## src/rtl/lsmon_pkg.sv

```systemverilog
package lsmon_pkg;

  typedef enum logic [1:0] {
    PH_IDLE  = 2'd0,
    PH_LOAD  = 2'd1,
    PH_STORE = 2'd2,
    PH_DRAIN = 2'd3
  } phase_e;

  localparam int NRULES = 9;

  localparam logic [3:0] C_NONE      = 4'd0;
  localparam logic [3:0] C_BOTH_REQ  = 4'd1;
  localparam logic [3:0] C_REQ_BUSY  = 4'd2;
  localparam logic [3:0] C_BUSY_LOW  = 4'd3;
  localparam logic [3:0] C_ADDR_MOVE = 4'd4;
  localparam logic [3:0] C_ACK_BAD   = 4'd5;
  localparam logic [3:0] C_EXC_BAD   = 4'd6;
  localparam logic [3:0] C_LDV_BAD   = 4'd7;
  localparam logic [3:0] C_STV_BAD   = 4'd8;
  localparam logic [3:0] C_ST_LATE   = 4'd9;

  function automatic logic in_flight(input phase_e p);
    return (p == PH_LOAD) || (p == PH_STORE);
  endfunction

  // bit i of hits stands for code i+1; lowest code wins
  function automatic logic [3:0] first_code(input logic [NRULES-1:0] hits);
    logic [3:0] r;
    r = C_NONE;
    for (int i = NRULES - 1; i >= 0; i--) begin
      if (hits[i]) r = 4'(i + 1);
    end
    return r;
  endfunction

  function automatic phase_e next_phase(input phase_e cur, input logic start,
                                        input logic busy, input logic exc,
                                        input logic ld_vld, input logic st_vld);
    phase_e n;
    n = PH_IDLE;
    case (cur)
      PH_LOAD: begin
        if (exc || !busy || (ld_vld && !start)) n = PH_IDLE;
        else n = PH_LOAD;
      end
      PH_STORE: begin
        if (exc || !busy) n = PH_IDLE;
        else if (st_vld && !start) n = PH_DRAIN;
        else n = PH_STORE;
      end
      default: n = PH_IDLE;
    endcase
    return n;
  endfunction

endpackage

```

## src/rtl/lsmon_tracker.sv

```systemverilog
module lsmon_tracker
  import lsmon_pkg::*;
#(
  parameter int AW = 48
) (
  input  logic          clk,
  input  logic          rst_n,
  input  logic          kill,
  input  logic          ld_req,
  input  logic          st_req,
  input  logic          busy,
  input  logic          addr_vld,
  input  logic [AW-1:0] addr,
  input  logic          addr_ack,
  input  logic          exc,
  input  logic          ld_vld,
  input  logic          st_vld,
  output phase_e        phase,
  output phase_e        cur,
  output logic          start,
  output logic          req_edge,
  output logic          ack_seen,
  output logic          addr_held,
  output logic [AW-1:0] addr_q,
  output logic          ld_done,
  output logic          st_done
);

  logic   ld_q, st_q;
  phase_e nxt;
  logic   cur_active;

  assign req_edge   = (ld_req && !ld_q) || (st_req && !st_q);
  assign start      = req_edge && (phase == PH_IDLE);
  assign cur        = start ? (ld_req ? PH_LOAD : PH_STORE) : phase;
  assign cur_active = in_flight(cur);
  assign nxt        = next_phase(cur, start, busy, exc, ld_vld, st_vld);

  assign ld_done = !kill && (phase == PH_LOAD) && ld_vld;
  assign st_done = !kill && (phase == PH_DRAIN);

  always_ff @(posedge clk or negedge rst_n) begin
    if (!rst_n) begin
      ld_q      <= 1'b0;
      st_q      <= 1'b0;
      phase     <= PH_IDLE;
      ack_seen  <= 1'b0;
      addr_held <= 1'b0;
      addr_q    <= '0;
    end else begin
      ld_q <= ld_req;
      st_q <= st_req;
      if (kill) begin
        phase     <= PH_IDLE;
        ack_seen  <= 1'b0;
        addr_held <= 1'b0;
      end else begin
        phase     <= nxt;
        ack_seen  <= in_flight(nxt) && (ack_seen || (addr_ack && cur_active));
        addr_held <= in_flight(nxt) && (addr_held || (addr_vld && cur_active));
        if (addr_vld && cur_active && !addr_held) addr_q <= addr;
      end
    end
  end

endmodule

```

## src/rtl/lsmon_rules.sv

```systemverilog
module lsmon_rules
  import lsmon_pkg::*;
#(
  parameter int AW = 48
) (
  input  logic          kill,
  input  logic          ld_req,
  input  logic          st_req,
  input  logic          busy,
  input  logic          addr_vld,
  input  logic [AW-1:0] addr,
  input  logic          addr_ack,
  input  logic          exc,
  input  logic          ld_vld,
  input  logic          st_vld,
  input  phase_e        phase,
  input  phase_e        cur,
  input  logic          req_edge,
  input  logic          ack_seen,
  input  logic          addr_held,
  input  logic [AW-1:0] addr_q,
  output logic [3:0]    viol_code
);

  logic [NRULES-1:0] hits;
  logic              act;
  logic              ld_finish;

  assign act       = in_flight(cur);
  assign ld_finish = (phase == PH_LOAD) && ld_vld;

  always_comb begin
    hits    = '0;
    hits[0] = ld_req && st_req;
    hits[1] = req_edge && (phase != PH_IDLE);
    hits[2] = act && !busy && !exc && !ld_finish;
    hits[3] = in_flight(phase) && busy && addr_held &&
              (!addr_vld || (addr != addr_q));
    hits[4] = addr_ack && (!act || ack_seen);
    hits[5] = exc && (!act || busy);
    hits[6] = ld_vld && ((phase != PH_LOAD) || busy || !ack_seen);
    hits[7] = st_vld && ((phase != PH_STORE) || !ack_seen);
    hits[8] = (phase == PH_DRAIN) && busy;
    if (kill) hits = '0;
  end

  assign viol_code = first_code(hits);

endmodule

```

## src/rtl/lsmon_log.sv

```systemverilog
module lsmon_log #(
  parameter int CW = 16
) (
  input  logic          clk,
  input  logic          rst_n,
  input  logic [3:0]    viol_code,
  input  logic          ld_done,
  input  logic          st_done,
  output logic [3:0]    err_code,
  output logic [CW-1:0] ld_cnt,
  output logic [CW-1:0] st_cnt
);

  always_ff @(posedge clk or negedge rst_n) begin
    if (!rst_n) begin
      err_code <= 4'd0;
      ld_cnt   <= '0;
      st_cnt   <= '0;
    end else begin
      if ((err_code == 4'd0) && (viol_code != 4'd0)) err_code <= viol_code;
      if (ld_done) ld_cnt <= ld_cnt + 1'b1;
      if (st_done) st_cnt <= st_cnt + 1'b1;
    end
  end

endmodule

```

## src/rtl/lsport_monitor.sv

```systemverilog
module lsport_monitor
  import lsmon_pkg::*;
#(
  parameter int AW = 48,
  parameter int CW = 16
) (
  input  logic          clk,
  input  logic          rst_n,
  input  logic          kill,
  input  logic          ld_req,
  input  logic          st_req,
  input  logic          busy,
  input  logic          addr_vld,
  input  logic [AW-1:0] addr,
  input  logic          addr_ack,
  input  logic          exc,
  input  logic          ld_vld,
  input  logic          st_vld,
  output logic          err_flag,
  output logic [3:0]    err_code,
  output logic [CW-1:0] ld_cnt,
  output logic [CW-1:0] st_cnt
);

  phase_e        phase, cur;
  logic          start, req_edge, ack_seen, addr_held;
  logic [AW-1:0] addr_q;
  logic          ld_done, st_done;
  logic [3:0]    viol_code;
  logic          trk_idle;

  lsmon_tracker #(.AW(AW)) u_trk (
    .clk(clk), .rst_n(rst_n), .kill(kill), .ld_req(ld_req), .st_req(st_req),
    .busy(busy), .addr_vld(addr_vld), .addr(addr), .addr_ack(addr_ack),
    .exc(exc), .ld_vld(ld_vld), .st_vld(st_vld), .phase(phase), .cur(cur),
    .start(start), .req_edge(req_edge), .ack_seen(ack_seen),
    .addr_held(addr_held), .addr_q(addr_q), .ld_done(ld_done), .st_done(st_done)
  );

  lsmon_rules #(.AW(AW)) u_rules (
    .kill(kill), .ld_req(ld_req), .st_req(st_req), .busy(busy),
    .addr_vld(addr_vld), .addr(addr), .addr_ack(addr_ack), .exc(exc),
    .ld_vld(ld_vld), .st_vld(st_vld), .phase(phase), .cur(cur),
    .req_edge(req_edge), .ack_seen(ack_seen), .addr_held(addr_held),
    .addr_q(addr_q), .viol_code(viol_code)
  );

  lsmon_log #(.CW(CW)) u_log (
    .clk(clk), .rst_n(rst_n), .viol_code(viol_code), .ld_done(ld_done),
    .st_done(st_done), .err_code(err_code), .ld_cnt(ld_cnt), .st_cnt(st_cnt)
  );

  assign err_flag = (err_code != 4'd0);
  assign trk_idle = (phase == PH_IDLE);

endmodule

```

## config.mk

```make
export PLATFORM = sky130hd
export DESIGN_NAME = lsport_monitor
export DESIGN_NICKNAME = d
export VERILOG_FILES = /design/src/rtl/lsmon_pkg.sv /design/src/rtl/lsmon_tracker.sv /design/src/rtl/lsmon_rules.sv /design/src/rtl/lsmon_log.sv /design/src/rtl/lsport_monitor.sv
export SDC_FILE = /design/constraint.sdc
export NUM_CORES = 1
export LEC_CHECK = 0
export BUFFER_PORTS_ARGS = -buffer_cell sky130_fd_sc_hd__buf_4
export CORE_MARGIN = 4
export CORE_UTILIZATION = 45
export CTS_CLUSTER_SIZE = 20
export DETAILED_ROUTE_END_ITERATION = 7
export GPL_TIMING_DRIVEN = 0
export HOLD_SLACK_MARGIN = 0.08
export PLACE_DENSITY_LB_ADDON = 0.15
export SYNTH_ARGS = -nofsm -noshare
export SYNTH_HDL_FRONTEND = slang
export SYNTH_SLANG_ARGS = --single-unit
```

## constraint.sdc

```tcl
create_clock -name clk -period 2.87 [get_ports clk]
set_input_delay 0.7175 -clock clk [delete_from_list [all_inputs] [get_ports clk]]
set_output_delay 0.7175 -clock clk [all_outputs]
set_load 0.01 [all_outputs]
```

==> impl_summary.md, run 1 <==
Status
The run finished with clean final reports.

Logic synthesis
The distinct cell type count of the synthesized netlist is 47. Of the post-synthesis cell area, the dominant cell type holds 51.2%. For this run, the register share of the synthesized area comes to 51.2%. In the post-synthesis netlist, the biggest area contributors are sky130_fd_sc_hd__dfrtp_1 (51%), sky130_fd_sc_hd__mux2_2 (11%), sky130_fd_sc_hd__xnor2_1 (9.8%).

The per-instance average area after synthesis is 11.7 um2. The primary flip-flop cell chosen by synthesis mapping is sky130_fd_sc_hd__dfrtp_1. When the netlist entered floorplanning its net count stood at 444. The number of flops mapped to enable cells by yosys is 0. Counting every instance in the synthesized netlist gives 377. The number of flip-flops and latches in the synthesized netlist is 90. The synthesized netlist occupies a cell area of 4400 um2. Of all flip-flops after synthesis, the portion carrying an async set or reset was 100%. During synthesis, Yosys emitted a total of 0 warnings. The cell type with the largest total area after synthesis is sky130_fd_sc_hd__dfrtp_1.

Worst setup path
STA classifies the critical path startpoint as a register. The required time of the critical path is 3120 ps. The cell class contributing the biggest share of worst-path delay is multiplexers. Walking the worst path, the cells encountered are inv_1 > ha_1 > o21ai_2 > mux2i_1 > ha_1 > nor4b_4 > buf_4 > clkbuf_4 > mux2_2. The most numerous cell on the critical path is sky130_fd_sc_hd__ha_1.

On the critical path, the stage with the largest delay is an instance of sky130_fd_sc_hd__dfrtp_1. In this design, the stage delay of the slowest critical-path cell is 450 ps. The kind of end point of the critical path is a register.

The number of buffer and inverter stages on the critical path is 3. The setup path with the least slack is of type reg2reg. The data arrival time of the critical path is 2970 ps. Of all nets on the critical path, the largest fanout is 10.

CTS
No sink is reached through more buffers than the 2 on the longest clock path. The number of H-tree levels is 3. CTS saw 90 sinks. Clock-pin slew was measured on the worst setup and hold paths at 90 ps. Buffers inserted during clock tree synthesis total 9. The later pin in the worst-skew pair is clocked with a latency of 360 ps. TritonCTS built the clock tree.

The number of hold buffers added after CTS was 0. The root buffer cell chosen for the clock tree is sky130_fd_sc_hd__clkbuf_8.

Layout
For this run, the share of the core covered by cells in the final layout is 58.3%. The total of fill cells in the finished design is 841. The top cell types in the final layout, fill and taps aside, are sky130_fd_sc_hd__buf_4 (98), sky130_fd_sc_hd__dfrtp_1 (90), sky130_fd_sc_hd__xnor2_1 (49), sky130_fd_sc_hd__mux2_2 (42), sky130_fd_sc_hd__nand2_1 (25).

In the final layout, the multi-input gates occupy 2050 um2. The synthesis-to-layout area growth is 24.2%. The final net count is 551. Leaving out fill and tap cells, the most frequent cell in the layout is sky130_fd_sc_hd__buf_4. The count of inserted antenna diode cells is 0. The area of all sequential standard cells is 2250 um2. With fillers left out, the area of the finished cells amounts to 5460 um2. Cells with a size suffix above 1 make up 33.7% of the layout.

Global route
The first global-routing pass estimated 15500 um of wire. The global routing usage summed across all routing layers is 17.1%. The pin count of the biggest net entering global routing is 91. The number of global-route vias before repair is 3274. The total overflow reported by the global router is 0. The number of antenna violations at the first check in global routing is 0.

Power and ir drop
The switching power is 843 uW. Power spread over the standard cell area amounts to 554 nW/um2. The internal power of the cells totals 2.18 mW.

For this design the static power due to leakage is 2.52 nW. The clock network burns 25.6% of the power. VDD sags by at most 0.420 mV. The share of power burned in registers is 53.8%. Net switching is 27.9% of the power. Per report_power, the combinational group accounts for 20.6% of the total.

Flow run
Across the run, the number of max-cap violations was 0.

Placed design
After detailed placement, the total cell area comes to 5270 um2. Timing analysis after detailed placement gives a worst setup slack of -457 ps. The number of buffers added on ports is 94.

Routability-driven placement finished with a final weighted congestion of 0.839. After legalization and detailed placement, the total HPWL measured 6830 um.

Detailed routing
The DRC violation count after routing is 0. The detailed router placed 3120 vias in this run. Before antenna repair, the detailed router went through 4 iterations.

The via count normalized by instance count is 5.05. The starting DRC count in detailed routing is 90. After detailed routing, the total wire length is 9090 um. The antenna violation net count after detailed routing is 0. The detailed-route wire length per cell is 14.7 um.

Timing
Setup violations remaining at the end of the flow were counted as 0. The worst-margin pin slew is 1140 ps. Setup repair after global routing left no endpoint under its margin. The minimum hold slack is 477 ps. The final sum of negative setup slack is 0 ps.

Across all setup checks in the final design, the least slack found is 147 ps. The part of the cycle the worst path needs is 94.9%. The top achievable clock speed is 0.367 GHz. The final count of hold timing violations was 0. The total count of max-transition violations in the final report is 0.

The clock period could shrink to 2720 ps. Clock skew on the completed layout was measured at 7.29 ps. In this run the tightest slew margin relative to its limit is 24.1%.

Die
The die covers 11400 um2. Measured along the y axis, the die boundary spans 107 um. The die is 107 um wide. The number of ports placed on the die boundary is 96. The count of standard-cell rows is 35. The total area inside the core boundary comes to 9370 um2. The initial cell density of the core is 46.9%.

Hold path
In this run the worst hold path is classified as reg2reg.
[Yosys cell counts, drive strengths merged, types with 7 or more instances]
master / count
nand4: 11
nor2: 13
ha: 8
xnor2: 49
mux2: 46
a21oi: 7
inv: 17
o21ai: 9
nand3: 15
dfrtp: 90
xor2: 21
nand2: 25
[layer usage]
layer	vias up	wire, um	GRT usage (%)
met1	1516	3980	21.4
li1	1526	-	-
met2	67	4470	28.5
met4	0	97	3.84
met3	11	537	6.20
met5	-	0	0
[cell type report]
| class | instances | share of cell area [%] |
|---|---|---|
| Buffer | 8 | 0.916 |
| Clock buffer | 10 | 2.34 |
| Clock inverter | 6 | 0.756 |
| Inverter | 17 | 1.17 |
| Multi-Input combinational cell | 262 | 37.5 |
| Sequential cell | 90 | 41.2 |
| Tap cell | 129 | 2.95 |
| Timing Repair Buffer | 96 | 13.2 |
[flip-flops by register name, indices dropped and copies added, names as in the netlist]
register	cells
u_log.err_code	4
u_log.ld_cnt	16
u_log.st_cnt	16
u_trk.ack_seen	1
u_trk.addr_held	1
u_trk.addr_q	48
u_trk.ld_q	1
u_trk.phase	2
u_trk.st_q	1
[logic make-up (layout without fill, tap and decap cells)]
logic type      count (synthesis)  in the layout  synth area share, %
buf+inv                        25            137                 2.33
compound gates                 37             37                 5.72
simple gates                   99             99                 12.3
fa+ha+maj                       8              8                 2.28
flops                          90             90                 51.2
xor+xnor                       70             70                 13.9
mux                            48             48                 12.2
[power groups by stage]
stage               combinational [mW]  sequential (mW)  clock [mW]
global route                     0.698             1.66       0.865
detailed placement               0.629             1.65           0
floorplan                        0.448             1.62           0
global placement                 0.609             1.64           0
finish                           0.624             1.63       0.774
CTS                              0.636             1.63       0.813
[stage by stage]
stage	std cells	power (mW)
CTS	618	3.08
global placement	600	2.25
floorplan	377	2.07
detailed placement	600	2.28
global route	618	3.22
finish	618	3.02
[worst register-to-register path: cells and delay by family, from the launching register on]
kind	cells	cell delay, ps
multiplexers	2	630
adder cells (fa/ha/maj)	2	600
buffers and inverters	3	520
flip-flops	1	450
AND/OR/NAND/NOR	1	280
AO/OA/AOI/OAI	1	140
[worst paths after layout]
path	start	end	slack, ps	cells past startpoint
hold reg to reg	u_log.st_cnt[15]	u_log.st_cnt[15]	480	1
min in group asynchronous	rst_n	u_log.err_code[0]	570	1
setup reg to reg	u_trk.phase[0]	u_trk.addr_q[29]	150	9
hold / removal	u_log.st_cnt[15]	u_log.st_cnt[15]	480	1
setup / recovery	u_trk.phase[0]	u_trk.addr_q[29]	150	9
max in group asynchronous	rst_n	u_trk.addr_q[18]	1570	1
[timing repair]
item,4_1_cts,5_1_grt
hold endpoints to repair,0,0
setup endpoints to repair,40,48
resized for setup,1,6
pin swaps,1,0
buffers inserted,2,0
Power figures use the tool's default switching activity.
==> inputs of run 2 (changes only) <==
--- a/config.mk
+++ b/config.mk
@@ -5,6 +5,7 @@
 export SDC_FILE = /design/constraint.sdc
 export NUM_CORES = 1
 export LEC_CHECK = 0
+export ABC_AREA = 1
 export BUFFER_PORTS_ARGS = -buffer_cell sky130_fd_sc_hd__buf_4
 export CORE_MARGIN = 4
 export CORE_UTILIZATION = 45
@@ -13,6 +14,7 @@
 export GPL_TIMING_DRIVEN = 0
 export HOLD_SLACK_MARGIN = 0.08
 export PLACE_DENSITY_LB_ADDON = 0.15
+export SLEW_MARGIN = 20
 export SYNTH_ARGS = -nofsm -noshare
 export SYNTH_HDL_FRONTEND = slang
 export SYNTH_SLANG_ARGS = --single-unit
==> impl_summary.md, run 2 <==
Detailed routing
The starting DRC count in detailed routing is 196 (+120%). The number of detailed-routing iterations run before antenna repair was 5 (+1). The detailed-route wire length per cell is 12.3 um (-16%). The via count normalized by instance count is 4.65 (-8.0%).

The antenna violation net count after detailed routing was 0 (unchanged). The detailed-route wire length is 10500 um (+15%). The DRC violation count after routing is 0 (unchanged). The via count came to 3944 (+26%).

Placed design
The routability congestion estimate is 0.838 (-0.11%). The area after detailed placement is 5690 um2 (+8.1%). The number of buffers added on ports was 94 (unchanged).

The post-DP HPWL is 7910 um (+16%).

Layout
The utilization after layout is 57.2% (-1.1 points). The most common library cell in the layout ignoring fill and taps is sky130_fd_sc_hd__nand2_1. The number of flip-flops under the largest register name is 48 (unchanged). The top cell types in the final layout, fill and taps aside, are sky130_fd_sc_hd__nand2_1 (193), sky130_fd_sc_hd__inv_1 (97), sky130_fd_sc_hd__buf_4 (93), sky130_fd_sc_hd__dfrtp_1 (90), sky130_fd_sc_hd__nor2_1 (47). The final net count was 775 (+41%). The total non-filler cell area in the finished layout is 5930 um2 (+8.6%). Ranked by flip-flop count, first place goes to u_trk.addr_q.

In the final layout, the registers with the most flip-flops are u_trk.addr_q (48), u_log.ld_cnt (16), u_log.st_cnt (16). Compared with the post-synthesis result, the final layout area differs by 23.3%. The area of all sequential standard cells is 2250 um2 (unchanged). The multi-input logic area is 2150 um2 (+4.9%).

The total of fill cells in the finished design was 1020 (+21%). The count of inserted antenna diode cells came to 0 (unchanged). The ratio of cells with drive above 1 in the final layout was 21.2% (-13 points).

Worst setup path
The start-to-end type of the worst setup path is reg2reg. The slowest stage of the critical path belongs to the cell sky130_fd_sc_hd__dfrtp_1. The maximum cell stage delay along the critical path came to 410 ps (-40 ps).

The most numerous cell on the critical path is sky130_fd_sc_hd__inv_1. STA classifies the critical path startpoint as a register. Traced cell by cell, the critical path runs through inv_1 > ha_1 > nand2_1 > inv_1 > nand2_1 > o21ai_1 > inv_1 > ha_4 > nor2_1 > nand3_2 > buf_2 > clkbuf_2 > o21ai_0. The number of buffer and inverter stages on the critical path came to 5 (+2). Grouping stages by cell kind, the critical path spends the most delay in buffers and inverters. The kind of end point of the critical path is a register. The required time of the critical path is 3140 ps (+20 ps).

The critical-path maximum fanout is 10 (unchanged). The data arrival time of the critical path was 2810 ps (-160 ps).

Die
The placeable core area is 10400 um2 (+11%). The die outline area is 12400 um2 (+8.7%). The initial cell density of the core is 46.4% (-0.52 points). The chip height is 111 um (+4.3%).

The number of ports placed on the die boundary is 96 (unchanged). The die extent in x was 111 um (+4.3%). The count of standard-cell rows is 37 (+5.7%).

Logic synthesis
The sequential area share after synthesis was 46.8% (-4.4 points). The share of the synthesized area in the top cell type was 46.8% (-4.4 points). The most used flip-flop cell after synthesis is sky130_fd_sc_hd__dfrtp_1.

The distinct cell type count of the synthesized netlist came to 38 (-19%). The warning count from the yosys run is 0 (unchanged). The most used standard cell by instance count after synthesis is sky130_fd_sc_hd__nand2_1. By area the synthesized netlist is led by sky130_fd_sc_hd__dfrtp_1 (47%), sky130_fd_sc_hd__nand2_1 (15%), sky130_fd_sc_hd__inv_1 (7.6%). The netlist area before placement is 4810 um2 (+9.4%). After synthesis, the most frequently instantiated cells are sky130_fd_sc_hd__nand2_1 (193), sky130_fd_sc_hd__inv_1 (97), sky130_fd_sc_hd__dfrtp_1 (90), sky130_fd_sc_hd__nor2_1 (47), sky130_fd_sc_hd__o21ai_0 (44).

The number of flip-flops and latches in the synthesized netlist was 90 (unchanged). The cell type with the largest total area after synthesis is sky130_fd_sc_hd__dfrtp_1. The per-instance average area after synthesis is 7.98 um2 (-32%). The fraction of registers with async set or reset after synthesis came to 100% (unchanged). The net count of the mapped netlist is 670 (+51%). The number of flops mapped to enable cells by yosys came to 0 (unchanged). The post-synthesis cell count is 603 (+60%).

CTS
The number of buffers created by CTS is 9 (unchanged). The total of hold buffers inserted after clock tree synthesis was 0 (unchanged). The number of H-tree levels is 3 (unchanged). The register clock-pin slew on the reported worst setup and hold paths is 100 ps (about the same). The clock tree from TritonCTS is built. The number of gates given a new drive strength after cts was 0 (-1). The post-CTS setup buffer count is 0 (-2). The maximum clock insertion buffer count is 2 (unchanged). The insertion delay to the later sink of the worst-skew pair was 360 ps (about the same). The cell at the root of the clock tree is sky130_fd_sc_hd__clkbuf_8.

The CTS sink count is 90 (unchanged).

Global route
The global routing usage summed across all routing layers is 17.7% (+0.58 points). The number of global-route vias before repair is 3866 (+18%). The global-route wire length before repair is 18100 um (+16%). The total overflow reported by the global router is 0 (unchanged).

The number of antenna violations at the first check in global routing is 0 (unchanged). The pin count of the biggest net entering global routing was 91 (unchanged).

Timing
The worst clock skew was 8.82 ps (+1.53 ps). The minimum hold slack is 396 ps (-80.9 ps). The top achievable clock speed came to 0.394 GHz (+7.3%). The shortest period the worst path allows is 2540 ps (-184 ps). The total count of max-transition violations in the final report is 0 (unchanged). The final count of hold timing violations is 0 (unchanged).

The final sum of negative setup slack is 0 ps (unchanged). Setup repair after global routing left no endpoint under its margin. The part of the cycle the worst path needs is 88.5% (-6.4 points). The worst-margin pin slew is 843 ps (-296 ps). The headroom to the max-slew limit came to 43.8% (+20 points).

The setup-violating endpoint count in the final report is 0 (unchanged).

Power and ir drop
The total power consumption of the routed design came to 3.30 mW (+9.1%). The power per unit of standard cell area came to 556 nW/um2 (+0.45%). The peak supply drop is 0.249 mV (-41%). The leakage power is 3.28 nW (+30%).

Hold path
The class of the tightest hold or removal check is in2async.

Status
The run finished with clean final reports.

Flow run
The number of maximum-capacitance violations is 0 (unchanged).
[run 2: cell count changes after synthesis, sizes merged, moves of 6 or more]
cell and delta:
o21ai +36, nand4 -6, inv +83, nor2b -6, nor2 +44, xnor2 -32, and3 -6, nand2 +171
mux2 -38
[run 2: path summary, 6_finish.rpt]
kind                                   from                to  slack, ps  depth (start not counted)
max in group asynchronous             rst_n   u_trk.addr_q[3]       1870                          1
max                          u_trk.phase[0]  u_trk.addr_q[27]        330                         13
min in group clk                     st_req        u_trk.st_q        470                          1
min                                   rst_n  u_trk.addr_q[12]        400                          1
min reg2reg                u_log.ld_cnt[15]  u_log.ld_cnt[15]        470                          1
max reg2reg                  u_trk.phase[0]  u_trk.addr_q[27]        330                         13
[run 2: report_power, final]
group | leakage (nW) | switching (mW) | total, mW | internal, mW
Clock | 0.110 | 0.481 | 0.978 | 0.497
Combinational | 2.02 | 0.380 | 0.694 | 0.314
Sequential | 1.15 | 0.148 | 1.63 | 1.48
Total | 3.28 | 1.01 | 3.30 | 2.29
[run 2: worst register-to-register path, stage by stage, from the launching register on]
cell,delay (ps)
sky130_fd_sc_hd__dfrtp_1,410
sky130_fd_sc_hd__inv_1,120
sky130_fd_sc_hd__ha_1,190
sky130_fd_sc_hd__nand2_1,100
sky130_fd_sc_hd__inv_1,110
sky130_fd_sc_hd__nand2_1,70
sky130_fd_sc_hd__o21ai_1,110
sky130_fd_sc_hd__inv_1,100
sky130_fd_sc_hd__ha_4,260
sky130_fd_sc_hd__nor2_1,160
sky130_fd_sc_hd__nand3_2,160
sky130_fd_sc_hd__buf_2,240
sky130_fd_sc_hd__clkbuf_2,220
sky130_fd_sc_hd__o21ai_0,200
[run 2: kinds of logic (layout without fill, tap and decap cells)]
| kind of cell | after synthesis | count (layout) | share of synthesized area, % |
|---|---|---|---|
| AND/OR/NAND/NOR | 285 | 285 | 26.4 |
| buffers and inverters | 111 | 221 | 8.94 |
| flip-flops | 90 | 90 | 46.8 |
| AO/OA/AOI/OAI | 63 | 63 | 6.99 |
| XOR/XNOR | 38 | 38 | 6.92 |
| adder cells (fa/ha/maj) | 8 | 8 | 2.08 |
| multiplexers | 8 | 8 | 1.87 |
[run 2: layout make-up]
cell class / instances / area share, %
Buffer: 10 / 0.801
Clock buffer: 9 / 2.09
Clock inverter: 7 / 1.67
Inverter: 101 / 6.47
Multi-Input combinational cell: 402 / 36.2
Sequential cell: 90 / 38.0
Tap cell: 136 / 2.87
Timing Repair Buffer: 94 / 12.0
[run 2: layer usage]
metal / vias up / share of wire, % / global-route usage [%] / wire length [um]
met3: 12 / 6.6 / 4.62 / 688
li1: 2042 / - / - / -
met2: 80 / 46 / 28.4 / 4860
met5: - / 0 / 0 / 0
met1: 1810 / 46 / 23.6 / 4780
met4: 0 / 1.1 / 5.76 / 120
[run 2: per-stage QoR]
stage	worst slack (ps)	cells
6_report	331	849
5_1_grt	28.8	849
4_1_cts	27.7	849
3_5_place_dp	-310	833
3_3_place_gp	-234	833
2_1_floorplan	323	603
==> inputs of run 3 (changes only) <==
--- a/config.mk
+++ b/config.mk
@@ -7,6 +7,7 @@
 export LEC_CHECK = 0
 export ABC_AREA = 1
 export BUFFER_PORTS_ARGS = -buffer_cell sky130_fd_sc_hd__buf_4
+export CORE_ASPECT_RATIO = 0.6
 export CORE_MARGIN = 4
 export CORE_UTILIZATION = 45
 export CTS_CLUSTER_SIZE = 20
==> impl_summary.md, run 3 (synthesis results as in run 2) <==
Status
The flow ran to the end, and the final reports show no timing, DRC or antenna violations.

Worst setup path
The endpoint identified for the worst register-to-register timing path is u_trk.addr_q[46]. The startpoint type of the worst setup path is an input pin. The critical path is of the in2reg type. The critical-path maximum fanout is 10 (unchanged). The data arrival time of the critical path is 2870 ps (+60 ps). The required time of the critical path is 3110 ps (-30 ps). The depth of the most critical reg-to-reg path is 13 (unchanged). The launch point of the worst reg-to-reg path is u_trk.phase[1]. The internal reg-to-reg setup slack is 260 ps (-70 ps). The kind of end point of the critical path is a register.

CTS
The total of hold buffers inserted after clock tree synthesis is 0 (unchanged). The post-CTS setup buffer count is 0 (unchanged). The insertion delay to the later sink of the worst-skew pair is 340 ps (-20 ps). The maximum clock insertion buffer count came to 2 (unchanged).

The number of buffers created by CTS was 9 (unchanged). TritonCTS built the clock tree. The number of H-tree levels is 3 (unchanged). The cell at the root of the clock tree is sky130_fd_sc_hd__clkbuf_16.

The register clock-pin slew on the reported worst setup and hold paths is 60 ps (-40 ps). The CTS sink count is 90 (unchanged).

Detailed routing
The starting DRC count in detailed routing is 285 (+45%). The via count came to 4009 (+1.6%). The number of detailed-routing iterations run before antenna repair is 5 (unchanged). The DRC violation count after routing is 0 (unchanged).

The detailed-route wire length per cell was 13.6 um (+11%). The via count normalized by instance count is 4.74 (+2.0%). The detailed-route wire length is 11500 um (+10%). The antenna violation net count after detailed routing was 0 (unchanged).

Hold path
The class of the tightest hold or removal check is in2async.

Placed design
The post-DP HPWL came to 8830 um (+12%). The routability congestion estimate is 0.834 (-0.47%). The placed instance count is 832 (-0.12%). The number of buffers added on ports is 94 (unchanged).

Global route
The number of global-route vias before repair is 3814 (-1.3%). The total overflow reported by the global router is 0 (unchanged). The pin count of the biggest net entering global routing came to 91 (unchanged). The number of antenna violations at the first check in global routing is 0 (unchanged).

The global routing usage summed across all routing layers is 19.5% (+1.8 points). The global-route wire length before repair was 19000 um (+5.2%).

Die
The number of ports placed on the die boundary came to 96 (unchanged). The placeable core area is 10100 um2 (-2.4%). The die outline area came to 12500 um2 (+0.43%). The initial cell density of the core is 47.5% (+1.1 points). The chip height came to 88.1 um (-21%).

The die extent in x is 142 um (+27%). The count of standard-cell rows is 28 (-24%).

Timing
The final count of hold timing violations is 0 (unchanged). Setup repair after global routing left no endpoint under its margin. The final sum of negative setup slack is 0 ps (unchanged).

The worst clock skew is 6.84 ps (-1.98 ps). The minimum hold slack is 466 ps (+70.0 ps). The shortest period the worst path allows was 2630 ps (+88.7 ps). The top achievable clock speed is 0.381 GHz (-3.4%).

The setup-violating endpoint count in the final report is 0 (unchanged). The headroom to the max-slew limit is 43.4% (-0.42 points). The worst-margin pin slew is 849 ps (+6.26 ps). The total count of max-transition violations in the final report is 0 (unchanged). The part of the cycle the worst path needs was 91.6% (+3.1 points).

Layout
The filler-free cell count of the finished design came to 846 (-0.35%). The largest registers in the layout are u_trk.addr_q (48), u_log.ld_cnt (16), u_log.st_cnt (16). The ratio of cells with drive above 1 in the final layout is 20.7% (-0.50 points). The count of inserted antenna diode cells came to 0 (unchanged). More flip-flops sit in one register than any other, and that register is u_trk.addr_q. The library cell used most frequently in the layout, excluding fill and tap cells, is sky130_fd_sc_hd__nand2_1. The area growth from synthesis to layout is 23.7%. The final net count came to 774 (-0.13%). Leaving out fill and tap cells, the most frequent cells in the layout are sky130_fd_sc_hd__nand2_1 (193), sky130_fd_sc_hd__inv_1 (96), sky130_fd_sc_hd__buf_4 (93), sky130_fd_sc_hd__dfrtp_1 (90), sky130_fd_sc_hd__nor2_1 (47). The total of fill cells in the finished design is 949 (-7.0%). The number of flip-flops under the largest register name came to 48 (unchanged).

Power and ir drop
The power per unit of standard cell area is 573 nW/um2 (+3.0%). The leakage power came to 3.29 nW (+0.49%). The peak supply drop was 0.351 mV (+41%).

The total power consumption of the routed design is 3.41 mW (+3.4%).

Flow run
The number of maximum-capacitance violations is 0 (unchanged).
-- run 3: cell count changes in the layout (fill, tap and decap cells not counted), moves of 2 or more --
cell and change:
sky130_fd_sc_hd__clkbuf_1 +2, sky130_fd_sc_hd__inv_6 -2, sky130_fd_sc_hd__clkinv_2 +3, sky130_fd_sc_hd__clkbuf_16 +9, sky130_fd_sc_hd__bufinv_16 -2, sky130_fd_sc_hd__clkbuf_8 -9
-- run 3: how the worst max path moves through the flow --
stage | startpoint | slack [ps] | endpoint
finish | ld_req | 240 | u_trk.addr_q[46]
detailed placement | ld_req | -290 | u_trk.addr_q[26]
CTS | u_trk.phase[0] | 70 | u_trk.addr_q[34]
global placement | ld_req | -230 | u_trk.addr_q[28]
global route | u_trk.phase[1] | 20 | u_log.err_code[1]
floorplan | ld_req | 320 | u_trk.addr_q[26]
-- run 3: stage by stage --
stage / setup WS, ps / cell area, um2 / util [%]
floorplan: 323 / 4810 / -
global placement: -234 / 5690 / 56.2
detailed placement: -290 / 5690 / 56.2
CTS: 73.1 / 5940 / 58.7
global route: 20.9 / 5950 / 58.8
finish: 242 / 5950 / 58.8
-- run 3: report_power, final --
part,internal [mW],total (mW),switching [mW]
logic,0.314,0.717,0.403
clock network,0.577,1.06,0.481
registers,1.48,1.64,0.154
-- run 3: per-layer routing --
metal | wire, um | track usage [%]
met1 | 5880 | 29.7
met2 | 4700 | 27.4
met3 | 869 | 5.40
met4 | 91 | 4.36
met5 | 0 | 0
-- run 3: final cells by class --
type / count / area, um2 / area share, %
Buffer: 9 / 45.0 / 0.756
Clock buffer: 11 / 233 / 3.91
Clock inverter: 4 / 20.0 / 0.336
Inverter: 101 / 384 / 6.45
Multi-Input combinational cell: 402 / 2140 / 36.0
Sequential cell: 90 / 2250 / 37.8
Tap cell: 135 / 169 / 2.84
Timing Repair Buffer: 94 / 709 / 11.9
-- run 3: repair_timing --
item,4_1_cts,5_1_grt
endpoints found under the hold margin,0,0
setup endpoints to repair,1,28
resized for setup,0,5
pin swaps,0,1
-- run 3: critical path, stage by stage --
cell and delay, ps:
sky130_fd_sc_hd__buf_4 90, sky130_fd_sc_hd__inv_1 40, sky130_fd_sc_hd__o22ai_1 180, sky130_fd_sc_hd__nand2_1 140, sky130_fd_sc_hd__inv_1 120, sky130_fd_sc_hd__nand2_1 80, sky130_fd_sc_hd__o21ai_1 120, sky130_fd_sc_hd__inv_1 100
sky130_fd_sc_hd__ha_4 290, sky130_fd_sc_hd__nor2_1 60, sky130_fd_sc_hd__nand3_1 190, sky130_fd_sc_hd__clkbuf_1 540, sky130_fd_sc_hd__nand2_1 90, sky130_fd_sc_hd__o21ai_0 110
